**src/rtl/audclk_pkg.sv**
```systemverilog
`timescale 1ns/1ps
package audclk_pkg;

  typedef enum logic {
    SRC_PERIPH = 1'b0,
    SRC_GEN    = 1'b1
  } src_sel_e;

  typedef enum logic {
    BCLK_EXTERNAL = 1'b0,
    BCLK_INTERNAL = 1'b1
  } bclk_src_e;

  // Source edges in one output half period: 2*div, or 1 in bypass.
  function automatic int unsigned half_period_edges(int unsigned div);
    return (div == 0) ? 1 : 2 * div;
  endfunction

  // Counter value at which the half period wraps.
  function automatic int unsigned wrap_count(int unsigned div);
    return half_period_edges(div) - 1;
  endfunction

endpackage

```
**src/rtl/audclk_run_ctrl.sv**
```systemverilog
`timescale 1ns/1ps
module audclk_run_ctrl (
  input  logic clk,
  input  logic rst_n,
  input  logic start_i,
  input  logic stop_i,
  output logic run_o
);

  logic run_q;

  always_ff @(posedge clk or negedge rst_n) begin
    if (!rst_n) begin
      run_q <= 1'b0;
    end else if (stop_i) begin
      run_q <= 1'b0;
    end else if (start_i) begin
      run_q <= 1'b1;
    end
  end

  assign run_o = run_q;

  // Stop wins over a simultaneous start
  assert_stop_wins_R8: assert property (@(posedge clk) disable iff (!rst_n)
    stop_i |=> !run_o);

  assert_start_runs_R8: assert property (@(posedge clk) disable iff (!rst_n)
    (start_i && !stop_i) |=> run_o);

endmodule

```
**src/rtl/audclk_edge_div.sv**
```systemverilog
`timescale 1ns/1ps
module audclk_edge_div #(
  parameter int DIV_W = 6
) (
  input  logic             clk,
  input  logic             rst_n,
  input  logic             run_i,
  input  logic             edge_i,
  input  logic [DIV_W-1:0] div_i,
  output logic             lvl_o,
  output logic             rise_o
);
  import audclk_pkg::*;

  localparam int CNT_W = DIV_W + 1;

  logic [CNT_W-1:0] cnt_q;
  logic [DIV_W-1:0] act_q;
  logic             lvl_q;
  logic             rise_q;
  logic [CNT_W-1:0] cnt_last;
  logic             wrap_evt;

  always_comb begin
    cnt_last = CNT_W'(wrap_count(32'(act_q)));
    wrap_evt = run_i && edge_i && (cnt_q == cnt_last);
  end

  always_ff @(posedge clk or negedge rst_n) begin
    if (!rst_n) begin
      cnt_q  <= '0;
      act_q  <= '0;
      lvl_q  <= 1'b0;
      rise_q <= 1'b0;
    end else if (!run_i) begin
      cnt_q  <= '0;
      act_q  <= div_i;
      lvl_q  <= 1'b0;
      rise_q <= 1'b0;
    end else begin
      rise_q <= wrap_evt && !lvl_q;
      if (wrap_evt) begin
        cnt_q <= '0;
        lvl_q <= !lvl_q;
        act_q <= div_i;
      end else if (edge_i) begin
        cnt_q <= cnt_q + CNT_W'(1);
      end
    end
  end

  assign lvl_o  = lvl_q;
  assign rise_o = rise_q;

  // Output moves only on a counted source edge or on a stop
  assert_toggle_on_edge_R3: assert property (@(posedge clk) disable iff (!rst_n)
    (lvl_q != $past(lvl_q)) |-> ($past(edge_i) || !$past(run_i)));

  // Stopped divider is cleared on the next cycle
  assert_stopped_clear_R8: assert property (@(posedge clk) disable iff (!rst_n)
    !run_i |=> (cnt_q == '0 && !lvl_q && !rise_q));

  // Active divisor changes only at a wrap or while stopped
  assert_div_held_R9: assert property (@(posedge clk) disable iff (!rst_n)
    (run_i && !wrap_evt) |=> $stable(act_q));

  // Rise pulse marks a 0-to-1 transition of the level
  assert_rise_matches_R7: assert property (@(posedge clk) disable iff (!rst_n)
    rise_q |-> (lvl_q && !$past(lvl_q)));

endmodule

```
**src/rtl/audclk_ext_follow.sv**
```systemverilog
`timescale 1ns/1ps
module audclk_ext_follow (
  input  logic clk,
  input  logic rst_n,
  input  logic run_i,
  input  logic ext_i,
  output logic lvl_o,
  output logic rise_o
);

  logic ext_q;
  logic ext_prev_q;

  always_ff @(posedge clk or negedge rst_n) begin
    if (!rst_n) begin
      ext_q      <= 1'b0;
      ext_prev_q <= 1'b0;
    end else begin
      ext_q      <= ext_i;
      ext_prev_q <= ext_q;
    end
  end

  assign lvl_o  = run_i && ext_q;
  assign rise_o = run_i && ext_q && !ext_prev_q;

  // External tick is single-cycle and lands on a high level
  assert_ext_single_R10: assert property (@(posedge clk) disable iff (!rst_n)
    rise_o |=> !rise_o);

  assert_ext_high_R10: assert property (@(posedge clk) disable iff (!rst_n)
    rise_o |-> lvl_o);

endmodule

```
**src/rtl/audclk_gen.sv**
```systemverilog
`timescale 1ns/1ps
module audclk_gen #(
  parameter int DIV_W = 6
) (
  input  logic             clk,
  input  logic             rst_n,
  input  logic             edge_periph,
  input  logic             edge_gen,
  input  logic             src_sel,
  input  logic [DIV_W-1:0] mclk_div,
  input  logic [DIV_W-1:0] bclk_div,
  input  logic             mclk_gen_en,
  input  logic             bclk_int_sel,
  input  logic             ext_bclk,
  input  logic             clk_on,
  input  logic             clk_off,
  output logic             mclk,
  output logic             bclk,
  output logic             bclk_tick
);
  import audclk_pkg::*;

  logic run;
  logic src_edge;
  logic mdiv_run;
  logic bdiv_run;
  logic ext_run;
  logic m_lvl;
  logic m_rise;
  logic bi_lvl;
  logic bi_rise;
  logic be_lvl;
  logic be_rise;

  always_comb begin
    src_edge = (src_sel == SRC_GEN) ? edge_gen : edge_periph;
    mdiv_run = run && mclk_gen_en;
    bdiv_run = run && (bclk_int_sel == BCLK_INTERNAL);
    ext_run  = run && (bclk_int_sel == BCLK_EXTERNAL);
  end

  audclk_run_ctrl u_run (
    .clk     (clk),
    .rst_n   (rst_n),
    .start_i (clk_on),
    .stop_i  (clk_off),
    .run_o   (run)
  );

  audclk_edge_div #(.DIV_W(DIV_W)) u_mdiv (
    .clk    (clk),
    .rst_n  (rst_n),
    .run_i  (mdiv_run),
    .edge_i (src_edge),
    .div_i  (mclk_div),
    .lvl_o  (m_lvl),
    .rise_o (m_rise)
  );

  audclk_edge_div #(.DIV_W(DIV_W)) u_bdiv (
    .clk    (clk),
    .rst_n  (rst_n),
    .run_i  (bdiv_run),
    .edge_i (src_edge),
    .div_i  (bclk_div),
    .lvl_o  (bi_lvl),
    .rise_o (bi_rise)
  );

  audclk_ext_follow u_ext (
    .clk    (clk),
    .rst_n  (rst_n),
    .run_i  (ext_run),
    .ext_i  (ext_bclk),
    .lvl_o  (be_lvl),
    .rise_o (be_rise)
  );

  assign mclk      = m_lvl;
  assign bclk      = (bclk_int_sel == BCLK_INTERNAL) ? bi_lvl  : be_lvl;
  assign bclk_tick = (bclk_int_sel == BCLK_INTERNAL) ? bi_rise : be_rise;

  // Master clock silenced when its mode bit is off
  assert_mclk_off_R6: assert property (@(posedge clk) disable iff (!rst_n)
    !mclk_gen_en |=> !mclk);

  // Tick only while the bit clock is high
  assert_tick_high_R7: assert property (@(posedge clk) disable iff (!rst_n)
    bclk_tick |-> bclk);

  // A stopped block drives no clocks
  assert_stopped_quiet_R8: assert property (@(posedge clk) disable iff (!rst_n)
    (!run && !$past(run)) |-> (!mclk && !bclk && !bclk_tick));

endmodule

```
**config.mk**
```make
export PLATFORM = sky130hd
export DESIGN_NAME = audclk_gen
export DESIGN_NICKNAME = d
export VERILOG_FILES = /design/src/rtl/audclk_pkg.sv /design/src/rtl/audclk_run_ctrl.sv /design/src/rtl/audclk_edge_div.sv /design/src/rtl/audclk_ext_follow.sv /design/src/rtl/audclk_gen.sv
export SDC_FILE = /design/constraint.sdc
export NUM_CORES = 1
export LEC_CHECK = 0
export ABC_AREA = 1
export BUFFER_PORTS_ARGS = -buffer_cell sky130_fd_sc_hd__clkbuf_2
export CAP_MARGIN = 20
export CORE_MARGIN = 2
export CORE_UTILIZATION = 30
export DETAILED_ROUTE_END_ITERATION = 8
export HOLD_SLACK_MARGIN = 0.02
export RECOVER_POWER = 25
export SYNTH_ARGS = -nofsm -noshare
export SYNTH_HDL_FRONTEND = slang
export SYNTH_HIERARCHICAL = 1
export SYNTH_SLANG_ARGS = --single-unit
```
**constraint.sdc**
```tcl
create_clock -name clk -period 1.7 [get_ports clk]
set_clock_uncertainty 0.05 [all_clocks]
set_input_delay 0.255 -clock clk [delete_from_list [all_inputs] [get_ports clk]]
set_output_delay 0.255 -clock clk [all_outputs]
set_load 0.05 [all_outputs]
```
; ---- After elaboration in Yosys (flattened, before gate mapping)
; Cells that the tools add are included.
[op_classes]
n_eq_ne = 6
magnitude_cmp = 0
shifts = 0
n_bitwise = 1
reduce_logical = 16
n_div = 0
add_sub_neg = 4
n_mux = 22
mul = 0
[ops]
columns = cell, n
row1 = 7-bit two-way mux, 8
row2 = 6-bit two-way mux, 4
row3 = "7-bit by 1-bit adder with 7-bit output, second input constant", 2
row4 = 7-bit equality test, 2
row5 = "7-bit by 1-bit subtractor with 7-bit output, second input constant", 2
row6 = 6-bit logical NOT, 2
row7 = 1-bit logical AND, 10
row8 = 1-bit two-way mux, 10
row9 = "2-bit inequality test, second input constant", 2
row10 = 1-bit logical NOT, 3
row11 = "3-bit by 2-bit inequality test with 1-bit output, second input constant", 1
row12 = "3-bit inequality test, second input constant", 1
row13 = 2-bit nonzero test, 1
row14 = 1-bit NOT, 1
[totals]
wordCells = 59
n_memories = 0
output_inout_bits = 3
latch_bits = 0
mem_bits_ro = 0
regBits = 32
mem_bits_rw = 0

; ---- Depth between registers and ports, before layout
[logic_depth]
ltp_word = 7
depth_mapped = 12

; ---- Modules after synthesis
; The synthesis kept the hierarchy.
[modules_own_cells]
columns = module, seq_area_each_um2, area_per_inst_um2, cells_each, instances
row1 = audclk_edge_div, 375.4, 924.6, 123, 2
row2 = audclk_ext_follow, 50.0, 63.8, 5, 1
row3 = audclk_gen, 0.0, 63.8, 17, 1
row4 = audclk_run_ctrl, 25.0, 32.5, 3, 1

; ---- Worst setup path before layout
; Ideal clock, no wire load.
[synth_timing]
kind = reg-to-reg
startpoint = reg u_bdiv.act_q[5]
endpoint = reg u_bdiv.cnt_q[6]
path_buffers = 1
stages_incl_launch_ff = 10
required_ps = 1530
path_slack_ps = 148
arrival_time_ps = 1382
period_less_slack_ps = 1552
cell_sequence = dfrtp_1 -> nor2_2 -> nand3_2 -> nand2_1 -> nand3_1 -> nor2_1 -> nand3_1 -> o21ai_2 -> buf_6 -> a21oi_1
[synth_via]
elab_chain_cells = 7
elab_cells_between_ends = 8
classes_between = add/sub: 1 / eq/ne: 2 / mux: 3 / reduce/logical: 2
[synth_lines]
columns = element, line_no
row1 = from (decl), audclk_edge_div.sv:18  ; logic [DIV_W-1:0] act_q;
row2 = from (signal assigned), audclk_edge_div.sv:37  ; act_q <= div_i;
row3 = from (signal assigned), audclk_edge_div.sv:45  ; act_q <= div_i;
row4 = 6-bit logical NOT, audclk_pkg.sv:16  ; return (div == 0) ? 1 : 2 * div;
row5 = 7-bit two-way mux *, audclk_pkg.sv:16
row6 = 7-bit by 1-bit subtractor with 7-bit output *, audclk_pkg.sv:21  ; return half_period_edges(div) - 1;
row7 = 7-bit equality test *, audclk_edge_div.sv:26  ; wrap_evt = run_i && edge_i && (cnt_q == cnt_last);
row8 = 1-bit logical AND *, audclk_edge_div.sv:26
row9 = 7-bit two-way mux, audclk_edge_div.sv:42  ; if (wrap_evt) begin
row10 = 7-bit two-way mux, audclk_edge_div.sv:35  ; end else if (!run_i) begin
row11 = to (signal assigned), audclk_edge_div.sv:47  ; cnt_q <= cnt_q + CNT_W'(1);
row12 = to (decl), audclk_edge_div.sv:17  ; logic [CNT_W-1:0] cnt_q;
; Mark *: on every way between the ends. The rest lies on a longest branch, timed or not.
; A chain may end at the register's enable or synchronous reset.

; ---- Final worst setup path
[layout_timing]
startpoint = reg u_mdiv.act_q[3]
endpoint = reg u_mdiv.act_q[0]
[layout_via]
elab_chain_cells = 6
[layout_lines]
columns = element, line_no
row1 = from (decl), audclk_edge_div.sv:18
row2 = from (signal assigned), audclk_edge_div.sv:37
row3 = from (signal assigned), audclk_edge_div.sv:45
row4 = 6-bit logical NOT, audclk_pkg.sv:16
row5 = 7-bit two-way mux *, audclk_pkg.sv:16
row6 = 7-bit by 1-bit subtractor with 7-bit output *, audclk_pkg.sv:21
row7 = 7-bit equality test *, audclk_edge_div.sv:26
row8 = 1-bit logical AND *, audclk_edge_div.sv:26
row9 = 2-bit inequality test (no source line) *, n/a
; Marks and branches as above.

==> run_results.csv <==
group,metric,value,unit
setup_path,startpoint_type,"flip-flop",
layout,final_common_cell,"nand2_1",
layout,areaGrowthSynthToFinish,40.4,%
floorplan,die_area,7270,um^2
cts,clk_latency,0.29,ns
timing,whs,0.0599,ns
pwr,intPower,1310,uW
timing,max_freq,546,MHz
routing,ant_nets,0,
yosys,syn_nets,293,
setup_path,crit_slowest_cell,"dfrtp_1",
cts,cts.sinks,32,
setup_path,required,1.88,ns
routing,avgViaCountPerCell,4.52,
routing,drtIter0Drc,67,
layout,fillers,614,
cts,htree_levels,2,
global_route,gr-usage-met1,0.150,
global_route,grt_pass1_wl,7.53,mm
floorplan,core_area,6350,um^2
layout,diodes,0,
global_route,use_met2,0.227,
pwr,sw_frac_of_total,0.320,
routing,first_pass_iters,4,
timing,slew_headroom,0.367,
setup_path,r2r_start,"u_mdiv/act_q[3]$_DFFE_PN0P_",
floorplan,initial_core_util,0.312,
timing,worst_pin_slew,0.950,ns
routing,vias,1868,
setup_path,path_cells,"nor2_4 > nand3_1 > nand3_1 > nand2_1 > nor2_2 > nand3_4 > o21ai_4 > buf_6 > nand2_2 > nand2_1",
global_route,grt_busiest_layer,"met2",
layout,drive_above_1_share,0.372,
run_status,outcome,"finished with violations",
timing,post-route-period-util,1.08,
setup_path,worstPathArrival,2.01,ns
routing,totalWireLength,4.68,mm
setup_path,timing.critical_path.from,"u_mdiv/act_q[3]$_DFFE_PN0P_",
routing,drc,0,
setup_path,endpoint_kind,"flip-flop",
timing,setup_violations,24,
global_route,grt_max_degree,18,
setup_path,critical_path.top_delay_family,"simple AND/OR/NAND/NOR gates",
global_route,grt_pass1_vias,1747,
place,port_buffers,24,
flow_run,max_cap_viol_count,0,
cts,path_clk_slew,0.07,ns
global_route,grt_overflow,0,
place,place.gp.congestion,0.821,
floorplan,row_count,29,
routing,routedWlPerCell,11.3,um
layout,most-common-layout-cells,"nand2_1 (87), dfrtp_1 (32), inv_1 (27), buf_4 (26)",
timing,finalSetupTns,-1.58,ns
floorplan,die_width,85.3,um
pwr,ir_worst_vdd,0.000393,V
global_route,grtUsageMet3,0.0272,
timing,final.min_clock_period,1.83,ns
floorplan,design.portCount,25,
cts,cts_buffers,5,
setup_path,cp_max_fo,7,
global_route,grt_usage,0.129,
cts,clk_path_buf_depth,2,
timing,setup_ws,-0.133,ns
timing,slew_viol_final,0,
setup_path,path_class,"reg -> reg",
run_status,violations,"setup timing",
floorplan,die_h,85.3,um
timing,final-hold-violation-count,0,
yosys,syn_avg_cell_area,7.36,um^2
yosys,ys.warnings.count,6,
cts,root_buffer,"clkbuf_8",
cts,cts_tree,"done",
global_route,antenna_found_initial,0,
layout,final_util,0.438,
layout,num-nets-final,360,
yosys,netlist_instances,269,
pwr,pwr-share-seq,0.448,
min_path,hp-start,"clk_off",
timing,rsz0062_at_grt,"yes",
pwr,power_density,694,nW/um^2
pwr,power.switching,618,uW
yosys,synth_area,1980,um^2
min_path,holdCritPathClass,"in -> reg",
setup_path,critPathMaxStageDelay,0.41,ns
place,dpl.hpwl,3.34,mm
setup_path,cp.buffers_inverters,1,
pwr,pwr-share-comb,0.262,
pwr,power_frac_clock,0.289,
pwr,p_leak,0.00136,uW
## routing by layer
layer  up-vias  wire length [um]
met5         -                 0
li1        972                 -
met1       871              1930
met4         0                68
met2        19              2560
met3         6               125
## stage by stage
stage               std cells  area [um^2]  setup WS, ns  power, uW
global route              413         2780        -0.257       2050
detailed placement        396         2400       -0.0969       1280
floorplan                 269         1980         0.148       1120
CTS                       407         2570       -0.0340       1870
finish                    413         2780        -0.133       1930
global placement          396         2400       -0.0381       1280
## worst paths after layout
| path | endpoint | slack [ns] | cells past startpoint |
|---|---|---|---|
| worst min register to register | u_ext/ext_prev_q$_DFF_PN0_ | 0.33 | 0 |
| worst max register to register | u_mdiv/act_q[0]$_DFFE_PN0P_ | -0.13 | 10 |
| max in group asynchronous | u_mdiv/cnt_q[1]$_DFFE_PN0P_ | 0.42 | 3 |
| worst max-delay path | u_mdiv/act_q[0]$_DFFE_PN0P_ | -0.13 | 10 |
| worst min-delay path | u_run/run_o$_DFFE_PN0P_ | 0.06 | 2 |
| min in group asynchronous | u_bdiv/act_q[3]$_DFFE_PN0P_ | 0.57 | 2 |
## cell type report
type / instances / area [um^2] / share of cell area
Inverter: 29 / 109 / 0.0391
Timing Repair Buffer: 62 / 464 / 0.167
Clock buffer: 6 / 72.6 / 0.0261
Multi-Input combinational cell: 206 / 1230 / 0.444
Clock inverter: 1 / 5.00 / 0.00180
Sequential cell: 32 / 801 / 0.288
Tap cell: 77 / 96.3 / 0.0346
## power by group through the flow
stage	clock [uW]	combinational, uW	sequential (uW)
after floorplan	0	246	874
after global placement	0	403	877
after detailed placement	0	406	878
after CTS	578	429	865
after global routing	613	568	871
final	558	507	865
## registers in the layout, summed over array words and instances, names as in the netlist
register          count
u_ext/ext_q           1
u_mdiv/act_q          6
u_run/run_o           1
u_bdiv/lvl_o          1
u_ext/ext_prev_q      1
u_mdiv/lvl_o          1
u_bdiv/rise_o         1
u_bdiv/act_q          6
u_mdiv/cnt_q          7
u_bdiv/cnt_q          7
## repair_timing
item                                    4_1_cts  5_1_grt
gates resized for setup                      14       47
pin swaps                                    14       37
hold buffers                                  2        0
endpoints found under the setup margin       24       31
hold endpoints to repair                     16        0
buffers inserted                              2        6
Power figures use the tool's default switching activity.
